--- config.mk ---
export PLATFORM = sky130hd
export DESIGN_NAME = bus_ack_watchdog
export DESIGN_NICKNAME = d
export VERILOG_FILES = /design/src/rtl/ackwd_pkg.sv /design/src/rtl/ackwd_limit_sel.sv /design/src/rtl/ackwd_w1c_flag.sv /design/src/rtl/ackwd_ack_counter.sv /design/src/rtl/bus_ack_watchdog.sv
export SDC_FILE = /design/constraint.sdc
export NUM_CORES = 1
export LEC_CHECK = 0
export BUFFER_PORTS_ARGS = -buffer_cell sky130_fd_sc_hd__buf_2
export CORE_MARGIN = 2
export CORE_UTILIZATION = 47
export CTS_BUF_LIST = sky130_fd_sc_hd__clkbuf_8 sky130_fd_sc_hd__clkbuf_16
export CTS_CLUSTER_DIAMETER = 50
export DETAILED_ROUTE_END_ITERATION = 7
export HOLD_SLACK_MARGIN = 0.12
export PLACE_DENSITY = 0.79
export SLEW_MARGIN = 20
export SYNTH_ARGS = -nofsm -noshare
export SYNTH_HDL_FRONTEND = slang
export SYNTH_SLANG_ARGS = --single-unit
--- constraint.sdc ---
create_clock -name clk -period 1.7 [get_ports clk]
set_clock_uncertainty 0.2 [all_clocks]
set_input_delay 0.255 -clock clk [delete_from_list [all_inputs] [get_ports clk]]
set_output_delay 0.255 -clock clk [all_outputs]
set_load 0.05 [all_outputs]
--- src/rtl/ackwd_pkg.sv ---
package ackwd_pkg;
    typedef enum logic {ST_IDLE = 1'b0, ST_WAIT = 1'b1} ackwd_st_e;

    function automatic int ackwd_max4(input int a, input int b, input int c, input int d);
        int m;
        m = a;
        if (b > m) m = b;
        if (c > m) m = c;
        if (d > m) m = d;
        return m;
    endfunction
endpackage

--- src/rtl/ackwd_limit_sel.sv ---
module ackwd_limit_sel #(
    parameter int LIM_W      = 8,
    parameter int SLOW_SHORT = 32,
    parameter int SLOW_LONG  = 64,
    parameter int FAST_SHORT = 128,
    parameter int FAST_LONG  = 256
) (
    input  logic             fast_i,
    input  logic             long_i,
    output logic [LIM_W-1:0] last_o
);
    // Index of the final allowed busy cycle (limit - 1).
    always_comb begin
        unique case ({fast_i, long_i})
            2'b00:   last_o = LIM_W'(SLOW_SHORT - 1);
            2'b01:   last_o = LIM_W'(SLOW_LONG - 1);
            2'b10:   last_o = LIM_W'(FAST_SHORT - 1);
            default: last_o = LIM_W'(FAST_LONG - 1);
        endcase
    end
endmodule

--- src/rtl/ackwd_w1c_flag.sv ---
module ackwd_w1c_flag (
    input  logic clk,
    input  logic rst_n,
    input  logic set_i,
    input  logic clr_i,
    output logic flag_o
);
    logic flag_d, flag_q;

    // A hardware set takes priority over a clear in the same cycle.
    always_comb begin
        flag_d = flag_q;
        if (clr_i) flag_d = 1'b0;
        if (set_i) flag_d = 1'b1;
    end

    always_ff @(posedge clk or negedge rst_n) begin
        if (!rst_n) flag_q <= 1'b0;
        else        flag_q <= flag_d;
    end

    assign flag_o = flag_q;
endmodule

--- src/rtl/ackwd_ack_counter.sv ---
module ackwd_ack_counter #(
    parameter int CNT_W = 16
) (
    input  logic             clk,
    input  logic             rst_n,
    input  logic             inc_i,
    input  logic             clr_i,
    output logic [CNT_W-1:0] cnt_o
);
    logic [CNT_W-1:0] cnt_d, cnt_q;

    always_comb begin
        cnt_d = cnt_q;
        if (inc_i) cnt_d = cnt_q + CNT_W'(1);
        if (clr_i) cnt_d = '0;
    end

    always_ff @(posedge clk or negedge rst_n) begin
        if (!rst_n) cnt_q <= '0;
        else        cnt_q <= cnt_d;
    end

    assign cnt_o = cnt_q;
endmodule

--- src/rtl/bus_ack_watchdog.sv ---
module bus_ack_watchdog #(
    parameter int DATA_W     = 16,
    parameter int CNT_W      = 16,
    parameter int SLOW_SHORT = 32,
    parameter int SLOW_LONG  = 64,
    parameter int FAST_SHORT = 128,
    parameter int FAST_LONG  = 256
) (
    input  logic              clk,
    input  logic              rst_n,
    input  logic              start_i,
    input  logic              start_rd_i,
    input  logic              ack_n_i,
    input  logic [DATA_W-1:0] bus_data_i,
    input  logic              fast_i,
    input  logic              long_i,
    input  logic              clr_rd_i,
    input  logic              clr_wr_i,
    input  logic              cnt_clr_i,
    output logic              busy_o,
    output logic              done_o,
    output logic [DATA_W-1:0] rdata_o,
    output logic              err_rd_o,
    output logic              err_wr_o,
    output logic              irq_o,
    output logic [CNT_W-1:0]  ack_cnt_o,
    output logic              led_o
);
    import ackwd_pkg::*;

    localparam int MAX_LIM = ackwd_max4(SLOW_SHORT, SLOW_LONG, FAST_SHORT, FAST_LONG);
    localparam int LIM_W   = (MAX_LIM > 2) ? $clog2(MAX_LIM) : 1;

    typedef struct packed {
        ackwd_st_e         st;
        logic [LIM_W-1:0]  wcnt;
        logic [LIM_W-1:0]  last;
        logic              rd;
        logic              done;
        logic [DATA_W-1:0] rdata;
    } ackwd_state_t;

    ackwd_state_t state_d, state_q;
    logic [LIM_W-1:0] sel_last;
    logic acc_ok, acc_to;

    ackwd_limit_sel #(
        .LIM_W(LIM_W), .SLOW_SHORT(SLOW_SHORT), .SLOW_LONG(SLOW_LONG),
        .FAST_SHORT(FAST_SHORT), .FAST_LONG(FAST_LONG)
    ) u_limit (
        .fast_i (fast_i),
        .long_i (long_i),
        .last_o (sel_last)
    );

    always_comb begin
        state_d      = state_q;
        state_d.done = 1'b0;
        acc_ok       = 1'b0;
        acc_to       = 1'b0;
        unique case (state_q.st)
            ST_IDLE: begin
                if (start_i) begin
                    state_d.st   = ST_WAIT;
                    state_d.rd   = start_rd_i;
                    state_d.last = sel_last;
                    state_d.wcnt = '0;
                end
            end
            default: begin
                if (!ack_n_i) begin
                    acc_ok       = 1'b1;
                    state_d.st   = ST_IDLE;
                    state_d.done = 1'b1;
                    if (state_q.rd) state_d.rdata = bus_data_i;
                end else if (state_q.wcnt == state_q.last) begin
                    acc_to       = 1'b1;
                    state_d.st   = ST_IDLE;
                    state_d.done = 1'b1;
                    if (state_q.rd) state_d.rdata = '1;
                end else begin
                    state_d.wcnt = state_q.wcnt + LIM_W'(1);
                end
            end
        endcase
    end

    always_ff @(posedge clk or negedge rst_n) begin
        if (!rst_n) begin
            state_q.st    <= ST_IDLE;
            state_q.wcnt  <= '0;
            state_q.last  <= '0;
            state_q.rd    <= 1'b0;
            state_q.done  <= 1'b0;
            state_q.rdata <= '0;
        end else begin
            state_q <= state_d;
        end
    end

    ackwd_w1c_flag u_err_rd (
        .clk(clk), .rst_n(rst_n),
        .set_i(acc_to & state_q.rd), .clr_i(clr_rd_i), .flag_o(err_rd_o)
    );

    ackwd_w1c_flag u_err_wr (
        .clk(clk), .rst_n(rst_n),
        .set_i(acc_to & ~state_q.rd), .clr_i(clr_wr_i), .flag_o(err_wr_o)
    );

    ackwd_ack_counter #(.CNT_W(CNT_W)) u_cnt (
        .clk(clk), .rst_n(rst_n),
        .inc_i(acc_ok), .clr_i(cnt_clr_i), .cnt_o(ack_cnt_o)
    );

    assign busy_o  = (state_q.st == ST_WAIT);
    assign done_o  = state_q.done;
    assign rdata_o = state_q.rdata;
    assign irq_o   = err_rd_o | err_wr_o;
    assign led_o   = ~ack_n_i;
endmodule

== Word level (Yosys, flattened, before mapping) ==
Cells that the tools add are included.

* Register bits after elaboration: 53
* Input bits: 26
* Logic and storage cells: 56
* Output and inout bits: 38

* Bitwise gates (word level): 6
* Reductions and logical operators: 9
* Eq/ne operators: 7
* Mux-type cells: 23
* $add $sub $neg: 2

{| class="wikitable"
|+ Operators with widths
! kind !! count
|-
| 16-bit 2-to-1 mux || 4
|-
| 17-bit 2-to-1 mux || 3
|-
| 8-bit case mux with 3 select lines || 1
|-
| 18-bit 2-to-1 mux || 1
|-
| 16-bit by 1-bit adder with 16-bit output (second input constant) || 1
|-
| 8-bit 2-to-1 mux || 2
|-
| 1-bit 2-to-1 mux || 11
|-
| 2-bit nonzero test || 5
|-
| 9-bit 2-to-1 mux || 1
|-
| 8-bit by 1-bit adder with 8-bit output (second input constant) || 1
|-
| 8-bit equality test || 1
|-
| 2-bit != test (second input constant) || 3
|-
| 4-bit AND reduction || 1
|-
| 1-bit inverter || 3
|-
| 3-bit AND reduction || 1
|-
| 1-bit bitwise AND || 2
|-
| 2-bit by 1-bit equality test with 1-bit output (second input constant) || 1
|-
| 2-bit equality test (second input constant) || 1
|-
| 2-bit zero test || 1
|-
| 2-bit by 1-bit != test with 1-bit output (second input constant) || 1
|-
| 2-bit AND reduction || 1
|-
| 1-bit OR || 1
|}

== Depth between registers and ports, before layout ==
* Depth in word-level cells: 6
* Depth in mapped cells: 6
* Depth with buffers taken out: 6

== By module ==
Synthesis repeated with hierarchy kept, for this count alone.

* Cells, all modules: 251
* Area total of the unflattened synthesis: 2635.0 um^2

{| class="wikitable"
|+ Modules (own cells, without submodules)
! module !! sequential area each (um^2) !! instances !! cells each !! area each (um^2)
|-
| bus_ack_watchdog || 875.8 || 1 || 154 || 1631.6
|-
| ackwd_ack_counter || 400.4 || 1 || 82 || 872.1
|-
| ackwd_w1c_flag || 25.0 || 2 || 3 || 36.3
|-
| ackwd_limit_sel || 0.0 || 1 || 9 || 58.8
|}

== Least setup slack after synthesis ==
No wires, ideal clock.

* Path type: reg-to-reg
* From: register state_q, in the netlist busy_o
* To: register u_cnt.cnt_q[7], in the netlist u_cnt.cnt_o[7]
* Library setup time: 132 ps
* Cell stages (with the launch flop): 7
* Clock period less this slack: 2095 ps
* Slack: -395 ps
* Required time: 1368 ps
* Data arrival time: 1763 ps
* Path buffers: 1
* Cells stage by stage: dfrtp_1 bufbuf_16 and2b_2 nand4_1 nor3_1 xnor2_1 nor2_1

* Cells in the longest elaborated chain, start to end: 2

{| class="wikitable"
|+ RTL lines
! element !! RTL line !! RTL
|-
| from (decl) || bus_ack_watchdog.sv:43 || <nowiki>ackwd_state_t state_d, state_q;</nowiki>
|-
| from (signal assigned) || bus_ack_watchdog.sv:97 || <nowiki>state_q <= state_d;</nowiki>
|-
| 1-bit 2-to-1 mux || bus_ack_watchdog.sv:61 || <nowiki>unique case (state_q.st)</nowiki>
|-
| 2-bit nonzero test (no source line) || n/a ||
|-
| to (signal assigned) || ackwd_ack_counter.sv:20 || <nowiki>else cnt_q <= cnt_d;</nowiki>
|-
| to (decl) || ackwd_ack_counter.sv:10 || <nowiki>logic [CNT_W-1:0] cnt_d, cnt_q;</nowiki>
|}

Every way passes these cells.
A chain may end at the register's enable or synchronous reset.

== Worst setup path in the final report ==
* From: register state_q[22] (netlist name)
* To: register state_q, in the netlist rdata_o[8]

* Cells in the longest elaborated chain, start to end: 3
* Elaborated cells between the ends (all ways): 4
* Classes of those cells: 3 x eq/ne; 1 x reduce/logical

{| class="wikitable"
|+ RTL lines
! element !! RTL line !! RTL
|-
| 8-bit equality test (*) || bus_ack_watchdog.sv:76 || <nowiki>end else if (state_q.wcnt == state_q.last) begin</nowiki>
|-
| 2-bit != test (no source line) or 2-bit by 1-bit != test with 1-bit output (tied branches) || n/a ||
|-
| 4-bit AND reduction (no source line) (*) || n/a ||
|}

Mark *: on every way between the ends. The rest lies on a longest branch, timed or not.

==> flow_summary.yaml <==
critical_path:
  critPathBufInv: 1
  critPathKind: "flop to flop"
  cpPeakStageDelay_ps: 410
  end_kind: "flop"
  path_max_fanout: 10
  critPathSlowestCell: "dfrtp_1"
  crit_path_cell_trace: "xor2_2 -> nor4_4 -> nand2_4 -> a21oi_4 -> buf_6 -> o22a_2"
  r2r-start: "state_q[22]$_DFFE_PN0P_"
  startpoint: "state_q[22]$_DFFE_PN0P_"
  crit_arrival_ps: 1810
  cp_top_family: "simple AND/OR/NAND/NOR gates"
  required_ps: 1740
  start_kind: "flop"
floorplan:
  ios: 64
  die-area_mm2: 0.00559
  die_h_um: 74.8
  start_util: 0.492
  die_w_um: 74.8
  core_mm2: 0.00479
  placementRows: 25
cells_and_area:
  layout.nets: 341
  area_delta_synth_final_pct: 36.7
  multi_input_area_um2: 993
  drive_gt1_frac: 0.460
  fillCellCount: 379
  antennaDiodeCount: 0
  regArea_mm2: 0.00124
  post-route-util: 0.672
pwr:
  max-vdd-ir-drop_mv: 0.551
  powerDensity_mw_per_mm2: 1090
  power_w: 0.00349
  p_leak_nw: 1.51
synth:
  syn_nets: 240
  avgSynthCellArea_um2: 11.1
  mappedNetlistArea_mm2: 0.00235
  ys_warn_count: 0
  synthCells: 212
  yosys.cell_types.count: 37
  synth-seq-cells: 49
  ys_seq_area_frac: 0.521
global_route:
  grt_pass1_wl_um: 7860
  grt_pass1_vias: 1772
  grtUsageMet1: 0.237
  grt_usage: 0.186
  busiest_layer: "met2"
  antenna_found_initial: 0
  grt_overflow: 0
  grt_max_degree: 50
  globalRouteMet3Util: 0.0375
  met2_usage: 0.319
sta:
  worstMarginPinSlew_ps: 368
  rsz0062_at_grt: "true"
  hold_viol_final: 0
  setup_ws_ps: -76.5
  finalCriticalPeriod_ps: 1780
  setup_viol: 22
  max_freq_mhz: 563
  finalCritPeriodShare: 1.05
  relSlewSlack: 0.755
  drv_slew: 0
status:
  violations: "negative setup slack"
  status: "complete, but fails checks"
route:
  vias: 1922
  drtPass1Iterations: 4
  vias_per_cell: 5.06
  drt-wirelength-per-cell_um: 13.4
  drc_errors: 0
  postRouteAntennaNets: 0
  drt_iter0_markers: 50
  wl_um: 5080
hold_path:
  worstHoldStart: "ack_n_i"
  hold_class: "input port to flop"
placement:
  place_congestion: 0.859
  port_buffers: 63
  post-dp-hpwl_um: 3490
clocking:
  root_buffer: "clkbuf_8"
  cts_sinks: 49
  clk_path_buf_depth: 2
  h-tree-depth: 2
  cts_inserted_buffers: 5
  worstSkewPairLatency_ps: 300
  cts_tree: "yes"
  clk_pin_slew_worst_paths_ps: 80
job:
  cap_viol_max_count: 0
## cell usage after synthesis (all sizes together)
master   count  area [um2]
nand2       23        93.8
a21oi        6        45.1
xor2         9        78.8
or3          4        25.0
xnor2        7        61.3
o2111ai      1        8.76
mux2i        7        70.1
nand2b       2        12.5
mux2         2        22.5
o21ai        6        30.0
a22o         1        10.0
a31oi        1        6.26
dfrtp       49        1230
nor2        16        60.1
ha           2        25.0
o32ai        2        17.5
clkbuf       4        15.0
bufbuf       1        32.5
and4b        1        10.0
and4         3        27.5
nand4        3        18.8
a21boi       1        7.51
nand3        8        40.0
inv          8        30.0
o21bai       1        7.51
nor4         1        21.3
and2b        1        8.76
o22a        16         160
nor3         6        30.0
and3         2        12.5
a311oi       1        8.76
buf         17         131
## through the flow
stage / TNS, ps / worst slack, ps / hold WS [ps] / instance area, um2 / instances
after global routing: -3450 / -168 / 142 / 3220 / 380
after floorplan: -2580 / -151 / -241 / 2400 / 212
after detailed placement: -1780 / -112 / 59.2 / 2840 / 348
after CTS: -1830 / -106 / 130 / 3170 / 378
final: -1330 / -76.5 / 133 / 3220 / 380
after global placement: -677 / -38.4 / 62.6 / 2840 / 348
## layout make-up
cell class / instances / share of cell area
well taps: 67 / 0.0260
clock buffers: 5 / 0.0214
inverters: 8 / 0.00933
multi-input cells: 133 / 0.309
clock inverters: 2 / 0.00272
flip-flops and latches: 49 / 0.385
repair buffers: 116 / 0.247
## where the power goes
part / internal (W) / switching [W]
registers: 0.00138 / 0.000122
logic: 0.000443 / 0.000919
clock network: 0.000274 / 0.000360
## logic make-up after synthesis
| logic type | share of synthesized area |
|---|---|
| adder cells (fa/ha/maj) | 0.0106 |
| multiplexers | 0.0393 |
| AND/OR/NAND/NOR | 0.153 |
| flip-flops | 0.521 |
| AO/OA/AOI/OAI | 0.128 |
| buffers and inverters | 0.0887 |
| XOR/XNOR | 0.0595 |
## path summary, 6_finish.rpt
kind                                               end  slack (ps)  cells after the start
max reg2reg                     rdata_o[8]$_DFFE_PN0P_         -80                      6
max in group asynchronous   u_cnt.cnt_o[4]$_DFFE_PN0P_         780                      3
max                             rdata_o[8]$_DFFE_PN0P_         -80                      6
min reg2reg                    rdata_o[15]$_DFFE_PN0P_         310                      1
min in group asynchronous  u_cnt.cnt_o[14]$_DFFE_PN0P_         260                      3
min                                   done_o$_DFF_PN0_         130                      3
## routing by layer
metal / up-vias / wire [um]
li1: 928 / -
met1: 946 / 2280
met2: 42 / 2580
met3: 6 / 164
met4: 0 / 63
met5: - / 0
## worst reg2reg max path, delay by kind of cell (launching register included)
| kind | cells | cell delay (ps) |
|---|---|---|
| AND/OR/NAND/NOR | 2 | 470 |
| flip-flops | 1 | 410 |
| AO/OA/AOI/OAI | 2 | 290 |
| XOR/XNOR | 1 | 200 |
| buffers and inverters | 1 | 160 |
## cell usage in the layout (no fill, tap or decap), types with 2 or more instances in the layout
| cell | n |
|---|---|
| buf_2 | 62 |
| dfrtp_1 | 38 |
| buf_4 | 28 |
| dlygate4sd3_1 | 23 |
| nand2_1 | 22 |
| nor2_1 | 16 |
| o22a_2 | 16 |
| dfrtp_2 | 11 |
| inv_1 | 9 |
| xor2_1 | 7 |
| nand3_1 | 7 |
| xnor2_1 | 7 |
| mux2i_1 | 7 |
| o21ai_0 | 6 |
| clkbuf_8 | 5 |
| or3_1 | 4 |
| a21oi_1 | 4 |
| nor3_1 | 3 |
| nor3_2 | 3 |
| nand4_1 | 3 |
| xor2_2 | 2 |
| a21oi_4 | 2 |
| and4_1 | 2 |
| and3_1 | 2 |
| nand2b_1 | 2 |
| mux2_2 | 2 |
| buf_6 | 2 |
## timing repair
| item | 4_1_cts | 5_1_grt |
|---|---|---|
| setup buffers | 0 | 2 |
| gates resized for setup | 4 | 8 |
| pin swaps | 11 | 2 |
| setup endpoints to repair | 24 | 32 |
| cloned | 0 | 0 |
| hold buffers | 23 | 0 |
| endpoints found under the hold margin | 73 | 0 |
## flip-flops by register name, summed over array words and instances (netlist names)
signal,cells
u_err_rd.flag_o,1
u_err_wr.flag_o,1
rdata_o,16
done_o,1
state_q,13
u_cnt.cnt_o,16
busy_o,1
(Power assumes the default switching activity.)
